`src/rtl/xlate_pkg.sv`:
```
// Shared constants and types for the flash address translator.
// Assumes page sizes are not powers of two and that each binary size is
// the next lower power of two.
package xlate_pkg;
    localparam int PAGE_SMALL = 264;
    localparam int PAGE_LARGE = 528;
    localparam int OFS_SMALL  = $clog2(PAGE_SMALL);   // offset field width, 264-byte pages
    localparam int OFS_LARGE  = $clog2(PAGE_LARGE);   // offset field width, 528-byte pages
    localparam int SECTOR_LOG = 3;                    // 8 pages per erase sector
    localparam int DIVISOR_W  = $clog2(PAGE_LARGE + 1);

    typedef enum logic [1:0] {
        ST_IDLE = 2'd0,
        ST_PASS = 2'd1,
        ST_DIV  = 2'd2
    } xlate_state_e;
endpackage

```
`src/rtl/xlate_divider.sv`:
```
// Restoring divider, one quotient bit per cycle.
// A start pulse loads the dividend and divisor. After N cycles, fin pulses
// for one cycle with quo/rem valid. quo/rem then stay put until the next start.
// Assumes start is never raised while a divide is running.
module xlate_divider #(
    parameter int N = 22,
    parameter int D = 10
) (
    input  logic         clk,
    input  logic         rst_n,
    input  logic         start,
    input  logic [N-1:0] dividend,
    input  logic [D-1:0] divisor,
    output logic         fin,
    output logic [N-1:0] quo,
    output logic [D-1:0] rem
);
    localparam int CW = (N > 1) ? $clog2(N) : 1;

    logic          busy;
    logic [CW-1:0] cnt;
    logic [D-1:0]  dsr_q;
    logic [D:0]    shifted;
    logic [D:0]    diff;
    logic          fits;
    logic [D-1:0]  next_rem;

    // Trial subtraction for the current quotient bit.
    always_comb begin
        shifted  = {rem, quo[N-1]};
        diff     = shifted - {1'b0, dsr_q};
        fits     = ~diff[D];
        next_rem = fits ? diff[D-1:0] : shifted[D-1:0];
    end

    // Iteration register: load on start, shift one bit per busy cycle.
    always_ff @(posedge clk) begin
        if (!rst_n) begin
            busy  <= 1'b0;
            fin   <= 1'b0;
            cnt   <= '0;
            quo   <= '0;
            rem   <= '0;
            dsr_q <= '0;
        end else begin
            fin <= 1'b0;
            if (start) begin
                busy  <= 1'b1;
                cnt   <= '0;
                quo   <= dividend;
                rem   <= '0;
                dsr_q <= divisor;
            end else if (busy) begin
                rem <= next_rem;
                quo <= {quo[N-2:0], fits};
                cnt <= cnt + 1'b1;
                if (cnt == CW'(N - 1)) begin
                    busy <= 1'b0;
                    fin  <= 1'b1;
                end
            end
        end
    end

    // the controller never restarts a divide that is in flight.
    a_r10_no_restart_busy: assert property (@(posedge clk) disable iff (!rst_n)
        busy |-> !start);

    // a finished remainder is always below the divisor.
    a_r3_rem_below_divisor: assert property (@(posedge clk) disable iff (!rst_n)
        fin |-> (rem < dsr_q));
endmodule

```
`src/rtl/xlate_pack.sv`:
```
// Combinational repacking of page/offset and the capacity check.
// Binary mode takes the page from an address shift; the other mode takes
// it from the divider. Assumes quo/rem belong to the address presented.
module xlate_pack
    import xlate_pkg::*;
#(
    parameter int ADDR_W    = 22,
    parameter int OUT_W     = 24,
    parameter int NUM_PAGES = 4096
) (
    input  logic                         binary_mode,
    input  logic                         wide_page,
    input  logic [ADDR_W-1:0]            addr,
    input  logic [ADDR_W-1:0]            quo,
    input  logic [DIVISOR_W-1:0]         rem,
    output logic [OUT_W-1:0]             dev,
    output logic [ADDR_W-SECTOR_LOG-1:0] sector,
    output logic                         oor
);
    localparam logic [ADDR_W:0] LIMIT = (ADDR_W + 1)'(NUM_PAGES);

    logic [OUT_W-1:0]  packed_v [2];
    logic [ADDR_W-1:0] binpage_v [2];
    logic [ADDR_W-1:0] page;

    // One packing and one binary page extractor per page size.
    for (genvar g = 0; g < 2; g++) begin : g_size
        localparam int OW = (g == 0) ? OFS_SMALL : OFS_LARGE;
        assign packed_v[g]  = (OUT_W'(quo) << OW) | OUT_W'(rem);
        assign binpage_v[g] = addr >> (OW - 1);
    end

    // Select page source, check capacity, and choose the output form.
    always_comb begin
        page   = binary_mode ? binpage_v[wide_page] : quo;
        oor    = ({1'b0, page} >= LIMIT);
        sector = oor ? '0 : page[ADDR_W-1:SECTOR_LOG];
        if (oor)              dev = '0;
        else if (binary_mode) dev = OUT_W'(addr);
        else                  dev = packed_v[wide_page];
    end
endmodule

```
`src/rtl/flash_addr_xlate.sv`:
```
// Flash address translator top: handshake, sequencing and result registers.
// A request is taken when idle. Binary-mode requests finish in one cycle;
// other requests run the restoring divider for ADDR_W cycles. Assumes
// OUT_W is wide enough for the shifted page plus offset.
module flash_addr_xlate
    import xlate_pkg::*;
#(
    parameter int ADDR_W    = 22,
    parameter int OUT_W     = 24,
    parameter int NUM_PAGES = 4096
) (
    input  logic                    clk,
    input  logic                    rst_n,
    input  logic                    in_valid,
    output logic                    in_ready,
    input  logic [ADDR_W-1:0]       in_addr,
    input  logic                    binary_mode,
    input  logic                    wide_page,
    output logic                    done,
    output logic [OUT_W-1:0]        dev_addr,
    output logic [ADDR_W-4:0]       sector_idx,
    output logic                    out_of_range
);
    localparam int SEC_W = ADDR_W - SECTOR_LOG;

    xlate_state_e         state;
    logic [ADDR_W-1:0]    addr_q;
    logic                 bin_q;
    logic                 wide_q;
    logic                 accept;
    logic                 div_start;
    logic                 div_fin;
    logic                 load;
    logic [DIVISOR_W-1:0] divisor;
    logic [ADDR_W-1:0]    quo;
    logic [DIVISOR_W-1:0] rem;
    logic [OUT_W-1:0]     dev_c;
    logic [SEC_W-1:0]     sec_c;
    logic                 oor_c;

    // Handshake and control strobes.
    always_comb begin
        in_ready  = (state == ST_IDLE);
        accept    = in_valid && in_ready;
        div_start = accept && !binary_mode;
        divisor   = wide_page ? DIVISOR_W'(PAGE_LARGE) : DIVISOR_W'(PAGE_SMALL);
        load      = (state == ST_PASS) || ((state == ST_DIV) && div_fin);
    end

    xlate_divider #(.N(ADDR_W), .D(DIVISOR_W)) u_div (
        .clk      (clk),
        .rst_n    (rst_n),
        .start    (div_start),
        .dividend (in_addr),
        .divisor  (divisor),
        .fin      (div_fin),
        .quo      (quo),
        .rem      (rem)
    );

    xlate_pack #(.ADDR_W(ADDR_W), .OUT_W(OUT_W), .NUM_PAGES(NUM_PAGES)) u_pack (
        .binary_mode (bin_q),
        .wide_page   (wide_q),
        .addr        (addr_q),
        .quo         (quo),
        .rem         (rem),
        .dev         (dev_c),
        .sector      (sec_c),
        .oor         (oor_c)
    );

    // Sequencer: capture request, wait for result, register outputs.
    always_ff @(posedge clk) begin
        if (!rst_n) begin
            state        <= ST_IDLE;
            addr_q       <= '0;
            bin_q        <= 1'b0;
            wide_q       <= 1'b0;
            done         <= 1'b0;
            dev_addr     <= '0;
            sector_idx   <= '0;
            out_of_range <= 1'b0;
        end else begin
            done <= 1'b0;
            case (state)
                ST_IDLE: if (accept) begin
                    addr_q <= in_addr;
                    bin_q  <= binary_mode;
                    wide_q <= wide_page;
                    state  <= binary_mode ? ST_PASS : ST_DIV;
                end
                ST_PASS, ST_DIV: if (load) begin
                    dev_addr     <= dev_c;
                    sector_idx   <= sec_c;
                    out_of_range <= oor_c;
                    done         <= 1'b1;
                    state        <= ST_IDLE;
                end
                default: state <= ST_IDLE;
            endcase
        end
    end

    // ready drops right after a request is taken.
    a_r2_ready_drops: assert property (@(posedge clk) disable iff (!rst_n)
        accept |=> !in_ready);

    // done is a single-cycle strobe.
    a_r9_done_single: assert property (@(posedge clk) disable iff (!rst_n)
        done |=> !done);

    // binary-mode requests finish one cycle after acceptance.
    a_r8_binary_latency: assert property (@(posedge clk) disable iff (!rst_n)
        (in_valid && in_ready && binary_mode) |=> ##1 done);

    // a repacked offset field never reaches the page size.
    a_r3_offset_in_page: assert property (@(posedge clk) disable iff (!rst_n)
        (done && !bin_q && !out_of_range) |->
            (wide_q ? (dev_addr[OFS_LARGE-1:0] < OFS_LARGE'(PAGE_LARGE))
                    : (dev_addr[OFS_SMALL-1:0] < OFS_SMALL'(PAGE_SMALL))));

    // an out-of-range result carries no address or sector.
    a_r7_oor_zero: assert property (@(posedge clk) disable iff (!rst_n)
        out_of_range |-> (dev_addr == '0 && sector_idx == '0));
endmodule

```
`config.mk`:
```
export PLATFORM = sky130hd
export DESIGN_NAME = flash_addr_xlate
export DESIGN_NICKNAME = d
export VERILOG_FILES = /design/src/rtl/xlate_pkg.sv /design/src/rtl/xlate_divider.sv /design/src/rtl/xlate_pack.sv /design/src/rtl/flash_addr_xlate.sv
export SDC_FILE = /design/constraint.sdc
export NUM_CORES = 1
export LEC_CHECK = 0
export BUFFER_PORTS_ARGS = -buffer_cell sky130_fd_sc_hd__buf_4
export CAP_MARGIN = 20
export CELL_PAD_IN_SITES_DETAIL_PLACEMENT = 0
export CELL_PAD_IN_SITES_GLOBAL_PLACEMENT = 1
export CORE_ASPECT_RATIO = 1.25
export CORE_MARGIN = 2
export CORE_UTILIZATION = 30
export DETAILED_ROUTE_END_ITERATION = 8
export GPL_TIMING_DRIVEN = 0
export PLACE_DENSITY = 0.61
export SYNTH_ARGS = -nofsm -noshare
export SYNTH_HDL_FRONTEND = slang
export SYNTH_SLANG_ARGS = --single-unit
```
`constraint.sdc`:
```
create_clock -name clk -period 2.2 [get_ports clk]
set_input_delay 0.22 -clock clk [delete_from_list [all_inputs] [get_ports clk]]
set_output_delay 0.22 -clock clk [all_outputs]
set_load 0.05 [all_outputs]
```
# Word level (Yosys, flattened, before mapping)
# Index checks and enable logic that the tools add are counted.
# totals
inputBits,27
register_bits,120
output_inout_bits,46
# classes
addsub,2
n_eq_ne,5
n_lt_le_gt_ge,2
n_mux,23
reduce_logical,14
n_bitwise,6
# op_table
operator,n
2-to-1 mux 24 bit,5
2-to-1 mux 22 bit,5
OR 24 x 10 -> 24 bit,2
greater-or-equal comparator 22 x 13 -> 1 bit (second input constant),1
2-to-1 mux 10 bit,2
2-to-1 mux 19 bit,1
2-to-1 mux 14 bit,1
subtractor 11 x 10 -> 11 bit,1
AND reduction 2 bit,4
2-to-1 mux 2 bit,3
adder 5 x 1 -> 5 bit (second input constant),1
equality test 5 bit (second input constant),1
2-to-1 mux 1 bit,5
one-hot mux 2 bit (2 select lines),1
OR reduction 2 bit,2
logical AND 1 bit,3
NOT 1 bit,3
OR reduction 3 bit,1
equality test 2 x 1 -> 1 bit (second input constant),1
equality test 2 bit (second input constant),1
greater-or-equal comparator 2 bit (second input constant),1
zero test 2 bit,1
inequality test 2 x 1 -> 1 bit (second input constant),1
inequality test 2 bit (second input constant),1
4 further kinds,4

# Longest topological paths before layout
# Gate-level depths: netlist of the first run.
# depth
depth_word,7
mapped_depth,10

# Cells and area by module
# From an unflattened synthesis of the first run, not the netlist that was laid out.
# unflattened
hier_cells,719
hier_area_um2,6328.6
# by_module_without_submodules
mod,cells_each,n_inst,seq_area_each_um2,area_per_inst_um2
flash_addr_xlate,318,1,1421.4,2836.5
xlate_divider,286,1,980.9,2621.3
xlate_pack,115,1,0.0,870.8

# Worst setup path after synthesis of the first run
# OpenSTA, ideal clock, no wires.
# synth_path
path_type,reg2reg
startpoint,register state[0]
endpoint,register u_div.quo[14]
setup_slack_ps,-74
required_ps,2063
setup_time_ps,137
stages_incl_launch_ff,10
period_less_slack_ps,2274
n_path_buf,4
arrival_time_ps,2136
path_cell_list,dfxtp_1 inv_1 ha_1 and2_1 clkbuf_1 nand2b_1 clkbuf_1 clkbuf_1 buf_1 a211oi_1
# synth_via
elab_chain_cells,4
elab_cells_between_ends,5
classes_between,1 x mux; 4 x reduce/logical
# synth_lines
element,line,source
"start, declared",flash_addr_xlate.sv:26,xlate_state_e state;
"start signal, assigned",flash_addr_xlate.sv:90,state <= binary_mode ? ST_PASS : ST_DIV;
zero test 2 bit (*),flash_addr_xlate.sv:43,in_ready = (state == ST_IDLE);
named net in_ready,flash_addr_xlate.sv:15,"output logic in_ready,"
logical AND 1 bit (*),flash_addr_xlate.sv:44,accept = in_valid && in_ready;
logical AND 1 bit (*),flash_addr_xlate.sv:45,div_start = accept && !binary_mode;
2-to-1 mux 22 bit or nonzero test 2 bit (tied branches),-,
"end signal, assigned",xlate_divider.sv:50,quo <= dividend;
"end signal, assigned",xlate_divider.sv:55,"quo <= {quo[N-2:0], fits};"
"end, declared",xlate_divider.sv:15,"output logic [N-1:0] quo,"
# Mark *: on every way through the listed nets, which the timed path passes. The rest lies on a longest branch.
# A chain may end at the register's enable or synchronous reset.

# Worst setup path after layout of the first run
# layout_path
startpoint,register u_div.dsr_q[8]
endpoint,register u_div.rem[9]
# layout_via
elab_chain_cells,2
# layout_lines
element,line,source
"start, declared",xlate_divider.sv:22,logic [D-1:0] dsr_q;
"start signal, assigned",xlate_divider.sv:52,dsr_q <= divisor;
subtractor 11 x 10 -> 11 bit,xlate_divider.sv:31,"diff = shifted - {1'b0, dsr_q};"
2-to-1 mux 10 bit,xlate_divider.sv:33,next_rem = fits ? diff[D-1:0] : shifted[D-1:0];
"end signal, assigned",xlate_divider.sv:54,rem <= next_rem;
"end, declared",xlate_divider.sv:16,output logic [D-1:0] rem
# Every way passes these cells.

==> results.cfg, run 1 <==
[routing]
via_per_inst = 4.94
drtAntennaViolNets = 0
first_iter_violations = 188
drt_pass1_iterations = 6
wirelength_um = 15500
wire_per_inst_um = 17.2
drc = 0
num_vias = 4444

[finish]
fin_area_mm2 = 0.00617
final_cell_mix = dfxtp_1, nor2_1, a21oi_1
n_antenna_cell = 0
mostFrequentLayoutCell = dfxtp_1
postLayoutCoreUtil_pct = 37.9
nets = 716
syn_to_final_growth_pct = 23.4
layout-drive-gt1-share_pct = 17.0

[global_route]
grt_pass1_wl_um = 24300
antenna_found_initial = 0
grt_max_degree = 18
overflow = 0
track_usage_pct = 17.8
grt_pass1_vias = 4452

[logic_synthesis]
ys_ff_latch = 112
syn_inst = 596
ys_seq_area_share_pct = 44.9
syn_area_mm2 = 0.00500
synth_nets = 633
synth-main-ff-cell = dfxtp_1
synth_edf_count = 0
postSynthAreaPerCell_um2 = 8.39
yosysWarnings = 0
synthArstFlopShare_pct = 0
synth_cell_types = 45

[setup_path]
endpoint_kind = flip-flop
worstPathRequired_ns = 2.49
r2r-end = u_div.rem[9]
worstPathArrival_ns = 2.34
r2r_start = u_div.dsr_q[8]
r2r_cells = 8
path_class = reg -> reg
r2r_slack_ns = 0.15
worstPathMaxFanout = 3
start_kind = flip-flop

[power]
power_density_mw_per_mm2 = 766
p_leak_nw = 2.37
vdd_ir_drop_max_uv = 327

[floorplanning]
rows = 52
core-area_mm2 = 0.0163
initial_core_util_pct = 30.7
ioPinCount = 73
die-area_mm2 = 0.0177
die_h_um = 148
die_w_um = 119

[timing]
slew_violations = 0
period_share_pct = 93.3
fmax_mhz = 487
worstMarginPinSlew_ns = 0.782
period_needed_ns = 2.05
setup_viol = 0
fin_skew_ns = 0.00708
fin_ws_ns = 0.148
hold_viol = 0
fin_tns_setup_ns = 0
worst_hold_slack_ns = 0.130
rsz0062_at_grt = true
slew_headroom_pct = 47.9

[clock_tree]
cts_tree = yes
cts_root_buffer = clkbuf_16
numCtsBuffers = 9
hold_buffers = 0
htree_num_levels = 3
clkSinkCount = 112
clk_latency_ns = 0.35
clock_path_buffers = 2
clk_pin_slew_worst_paths_ns = 0.07

[run_status]
status = finished, final reports clean

[worst_hold_path]
hp-start = in_addr[21]
whs_path_depth = 3
hp-class = in -> reg
hold_path_end = addr_q[21]

[place]
place.port_buffers = 71
gp_congestion = 0.827
place_area_mm2 = 0.00580
pre_cts_ws_ns = -0.327
hpwlAfterDp_um = 11800

[job]
maxCapViolCount = 0
flip-flops by register name, indices dropped and copies added (netlist names), 2 cells and up:
register,flops
u_div.rem,10
u_div.dsr_q,2
addr_q,22
u_div.quo,22
u_div.cnt,5
dev_addr,24
sector_idx,19
state,2
metrics by stage:
step,total power [mW],instances
after floorplan,2.80,596
after global placement,3.06,883
after detailed placement,3.07,883
after CTS,4.76,900
after global routing,4.96,900
final,4.73,900
what timing repair did:
item                       in CTS  in global routing
pin swaps                       1                  1
resized for setup               6                 23
buffers inserted                3                  1
setup endpoints to repair      64                 46
cells by family after synthesis:
| family | count (synthesis) | synth area share, % |
|---|---|---|
| AND/OR/NAND/NOR | 221 | 19.4 |
| AO/OA/AOI/OAI | 130 | 15.9 |
| flip-flops | 112 | 44.9 |
| buffers and inverters | 59 | 4.46 |
| multiplexers | 57 | 11.4 |
| adder cells (fa/ha/maj) | 10 | 2.65 |
| XOR/XNOR | 7 | 1.23 |
cell usage after synthesis (all sizes together), types with 7 or more instances:
master | instances | share of area (%)
a211oi | 25 | 4.1
ha | 9 | 2.3
a21oi | 79 | 7.9
nor2 | 98 | 7.4
a2111oi | 9 | 1.6
nand2 | 59 | 4.5
nor3 | 27 | 2.7
buf | 7 | 0.55
clkbuf | 41 | 3.1
dfxtp | 112 | 45
inv | 11 | 0.83
mux2i | 56 | 11
and3 | 14 | 1.8
worst max-delay path, stage by stage, from the launching register on:
cell     delay [ns]
dfxtp_1        0.38
ha_1           0.22
fa_1           0.22
or4b_4         0.47
and3_1         0.21
a21o_1         0.18
a21oi_1        0.13
a31oi_1        0.05
o21ai_1        0.11
final cells by class:
type	count	area, um2
Buffer	45	184
Clock buffer	12	236
Clock inverter	4	55.1
Fill cell	1742	10100
Inverter	11	41.3
Multi-Input combinational cell	425	2570
Sequential cell	112	2240
Tap cell	216	270
Timing Repair Buffer	75	563
where the power goes:
| part | switching, mW | total, mW | internal, mW |
|---|---|---|---|
| clock | 0.756 | 1.65 | 0.890 |
| sequential | 0.0980 | 2.22 | 2.12 |
| combinational | 0.529 | 0.861 | 0.332 |
how the worst max path moves through the flow:
stage                         startpoint            end  slack [ns]  cells past startpoint
final                     u_div.dsr_q[8]   u_div.rem[9]        0.15                      8
after global routing        u_div.rem[2]   u_div.rem[9]      -0.008                      9
after CTS                 u_div.dsr_q[4]   u_div.rem[5]        0.02                      8
after detailed placement        state[0]  u_div.quo[14]       -0.33                      9
after global placement          state[0]  u_div.quo[17]       -0.27                      9
after floorplan                 state[0]  u_div.quo[14]        0.02                      9
layer usage:
metal,wire length (um),global-route usage [%],vias to the layer above,part of all wire (%)
li1,-,-,2232,-
met1,6750,21.2,2101,44
met2,7720,31.1,84,50
met3,484,2.34,27,3.1
met4,531,9.12,0,3.4
met5,0,0,-,0
No activity file was read; power rests on OpenSTA's default activity.
==> run 2: changes to the inputs <==
--- a/config.mk
+++ b/config.mk
@@ -14,7 +14,8 @@
 export CORE_UTILIZATION = 30
 export DETAILED_ROUTE_END_ITERATION = 8
 export GPL_TIMING_DRIVEN = 0
-export PLACE_DENSITY = 0.61
+export PLACE_DENSITY = 0.6
 export SYNTH_ARGS = -nofsm -noshare
 export SYNTH_HDL_FRONTEND = slang
+export SYNTH_HIERARCHICAL = 1
 export SYNTH_SLANG_ARGS = --single-unit
==> run 2 against run 1 <==
Against the previous run: register-to-register slack worse by 0.14 ns; synthesized cell count increased by 21%; first-iteration DRC count shrank 7.4%; via count rose by 17%; synthesized area grew 27%; clock power increased by 87%; clock skew grew 0.0013 ns; critical endpoint is now u_div/rem[5].
==> results.cfg, run 2 <==
[power]
vdd_ir_drop_max_uv = 492
p_leak_nw = 3.35
total_power_mw = 7.00
power_density_mw_per_mm2 = 865

[setup_path]
crit_chain = inv_2, ha_4, inv_2, fa_2, a21oi_4, nor2_4, o31ai_4, xnor2_2, buf_4, mux2i_1, a21oi_1
r2r_cells = 11
worstPathMaxFanout = 4
worstPathArrival_ns = 2.47
endpoint_kind = flip-flop
path_common_cell = inv_2
start_kind = flip-flop
worstPathRequired_ns = 2.47
path_class = reg -> reg
slowest_delay_ns = 0.36
slowest_stage = fa_2
r2r_slack_ns = 0.007

[finish]
regMostFlops = dev_addr
mostFrequentLayoutCell = nand2_1
postLayoutCoreUtil_pct = 39.0
syn_to_final_growth_pct = 27.9
layout-drive-gt1-share_pct = 23.8
n_antenna_cell = 0
multi_input_area_mm2 = 0.00361
top_regs = dev_addr x24, addr_q x22, u_div/quo x22
nets = 879
nFillCells = 2124
fin_area_mm2 = 0.00810
final_cell_mix = nand2_1, dfxtp_1, mux2i_1
largest_register_ffs = 24
register_area_mm2 = 0.00241

[routing]
drt_pass1_iterations = 4
num_vias = 5199
drc = 0
wirelength_um = 17500
drtAntennaViolNets = 0
first_iter_violations = 174
via_per_inst = 4.63
wire_per_inst_um = 15.6

[clock_tree]
clk_latency_ns = 0.41
numCtsBuffers = 17
htree_num_levels = 4
hold_buffers = 0
clkSinkCount = 120
clk_pin_slew_worst_paths_ns = 0.06
cts_tree = yes
cts_root_buffer = clkbuf_16
clock_path_buffers = 2

[timing]
fin_skew_ns = 0.00841
slew_headroom_pct = 51.4
worstMarginPinSlew_ns = 0.728
hold_viol = 0
rsz0062_at_grt = true
period_needed_ns = 2.19
fmax_mhz = 456
slew_violations = 0
worst_hold_slack_ns = 0.0482
period_share_pct = 99.7
setup_viol = 0
fin_tns_setup_ns = 0

[floorplanning]
initial_core_util_pct = 30.5
die_h_um = 166
ioPinCount = 73
rows = 59
die-area_mm2 = 0.0223
die_w_um = 134
core-area_mm2 = 0.0207

[job]
maxCapViolCount = 0

[global_route]
grt_pass1_vias = 5344
overflow = 0
track_usage_pct = 15.9
grt_max_degree = 17
grt_pass1_wl_um = 27900
antenna_found_initial = 0

[logic_synthesis]
ys_ff_latch = 120
syn_area_mm2 = 0.00633
yosysWarnings = 6
ys_seq_area_share_pct = 38.0
synth_top_cell_by_area = dfxtp_1
synth-main-ff-cell = dfxtp_1
synth.most_common_cell = nand2_1
syn_inst = 719
synthArstFlopShare_pct = 0
synth_cell_types = 52
synth_top_area_share_pct = 38.0
synth_top_cells_by_area = dfxtp_1, mux2i_1, nand2_1
synth_edf_count = 0
netlist_top_cells_count = nand2_1, dfxtp_1, mux2i_1
postSynthAreaPerCell_um2 = 8.80

[worst_hold_path]
whs_path_depth = 2
hp-class = in -> reg

[run_status]
status = finished, final reports clean

[place]
gp_congestion = 0.807
place_area_mm2 = 0.00727
hpwlAfterDp_um = 13500
place.port_buffers = 71
[run 2: changes by cell type in the layout (fill, tap and decap cells not counted), moves of 15 or more]
cell	before	now
nor2b_1	0	19
clkbuf_1	32	17
mux2i_1	56	110
buf_4	75	97
nand2_1	58	165
buf_2	2	20
nor2_1	98	41
conb_1	0	18
nor3_1	26	8
a21oi_1	79	14
a21boi_0	0	16
o211a_1	0	21
a211oi_1	23	3
[run 2: final timing paths]
kind / from / to
max: u_div/quo[21] / u_div/rem[5]
min: in_addr[17] / u_div/quo[17]
max reg2reg: u_div/quo[21] / u_div/rem[5]
min reg2reg: addr_q[3] / addr_q[3]
[run 2: metrics by stage]
step / instances / worst slack (ns)
2_1_floorplan: 735 / 0.0371
3_3_place_gp: 1080 / -0.267
3_5_place_dp: 1080 / -0.253
4_1_cts: 1120 / -0.0154
5_1_grt: 1123 / -0.0879
6_report: 1123 / 0.00749
[run 2: cell families (layout without fill, tap and decap cells)]
kind of cell,Yosys count,in the layout,synth area share [%]
AOI/OAI and AO/OA,96,96,12.1
xor gates and xnor gates,11,11,1.64
adders and majority gates,16,16,3.28
buffers and inverters,84,198,7.02
DFF,120,120,38.0
muxes,121,121,19.4
other,2,18,0.119
and+or+nand+nor,269,269,18.5
[run 2: final cells by class]
type                       count  area share, %
multi-input combinational    531           44.6
sequential                   120           29.7
timing repair buffer          82           7.70
clock buffer                  20           5.64
buffer                        64           4.70
tap                          274           4.23
clock inverter                12           2.44
inverter                      20          0.927
[run 2: timing repair]
action                     CTS  global route
buffers inserted             8             3
pin swaps                   11             8
gates resized for setup     16             9
setup endpoints to repair   32            35
gates cloned                 0             0
[run 2: worst max-delay path, delay by kind of cell (launching register included)]
kind | cells | cell delay [ns]
compound gates | 3 | 0.49
xor+xnor | 1 | 0.20
flops | 1 | 0.32
simple gates | 1 | 0.06
mux | 1 | 0.21
fa+ha+maj | 2 | 0.49
buf+inv | 3 | 0.27
[run 2: layer usage]
layer	vias to the layer above	GRT usage, %	routed length, um
met5	-	0	0
met4	0	4.58	246
met3	16	3.60	600
met2	87	28.8	8900
met1	2444	18.5	7740
li1	2652	-	-
[run 2: report_power, final]
group          total (mW)  leakage (nW)  switching, mW  internal, mW
registers            2.41         0.978          0.113          2.29
clock network        3.08         0.316           1.02          2.07
logic                1.51          2.05          0.816         0.695
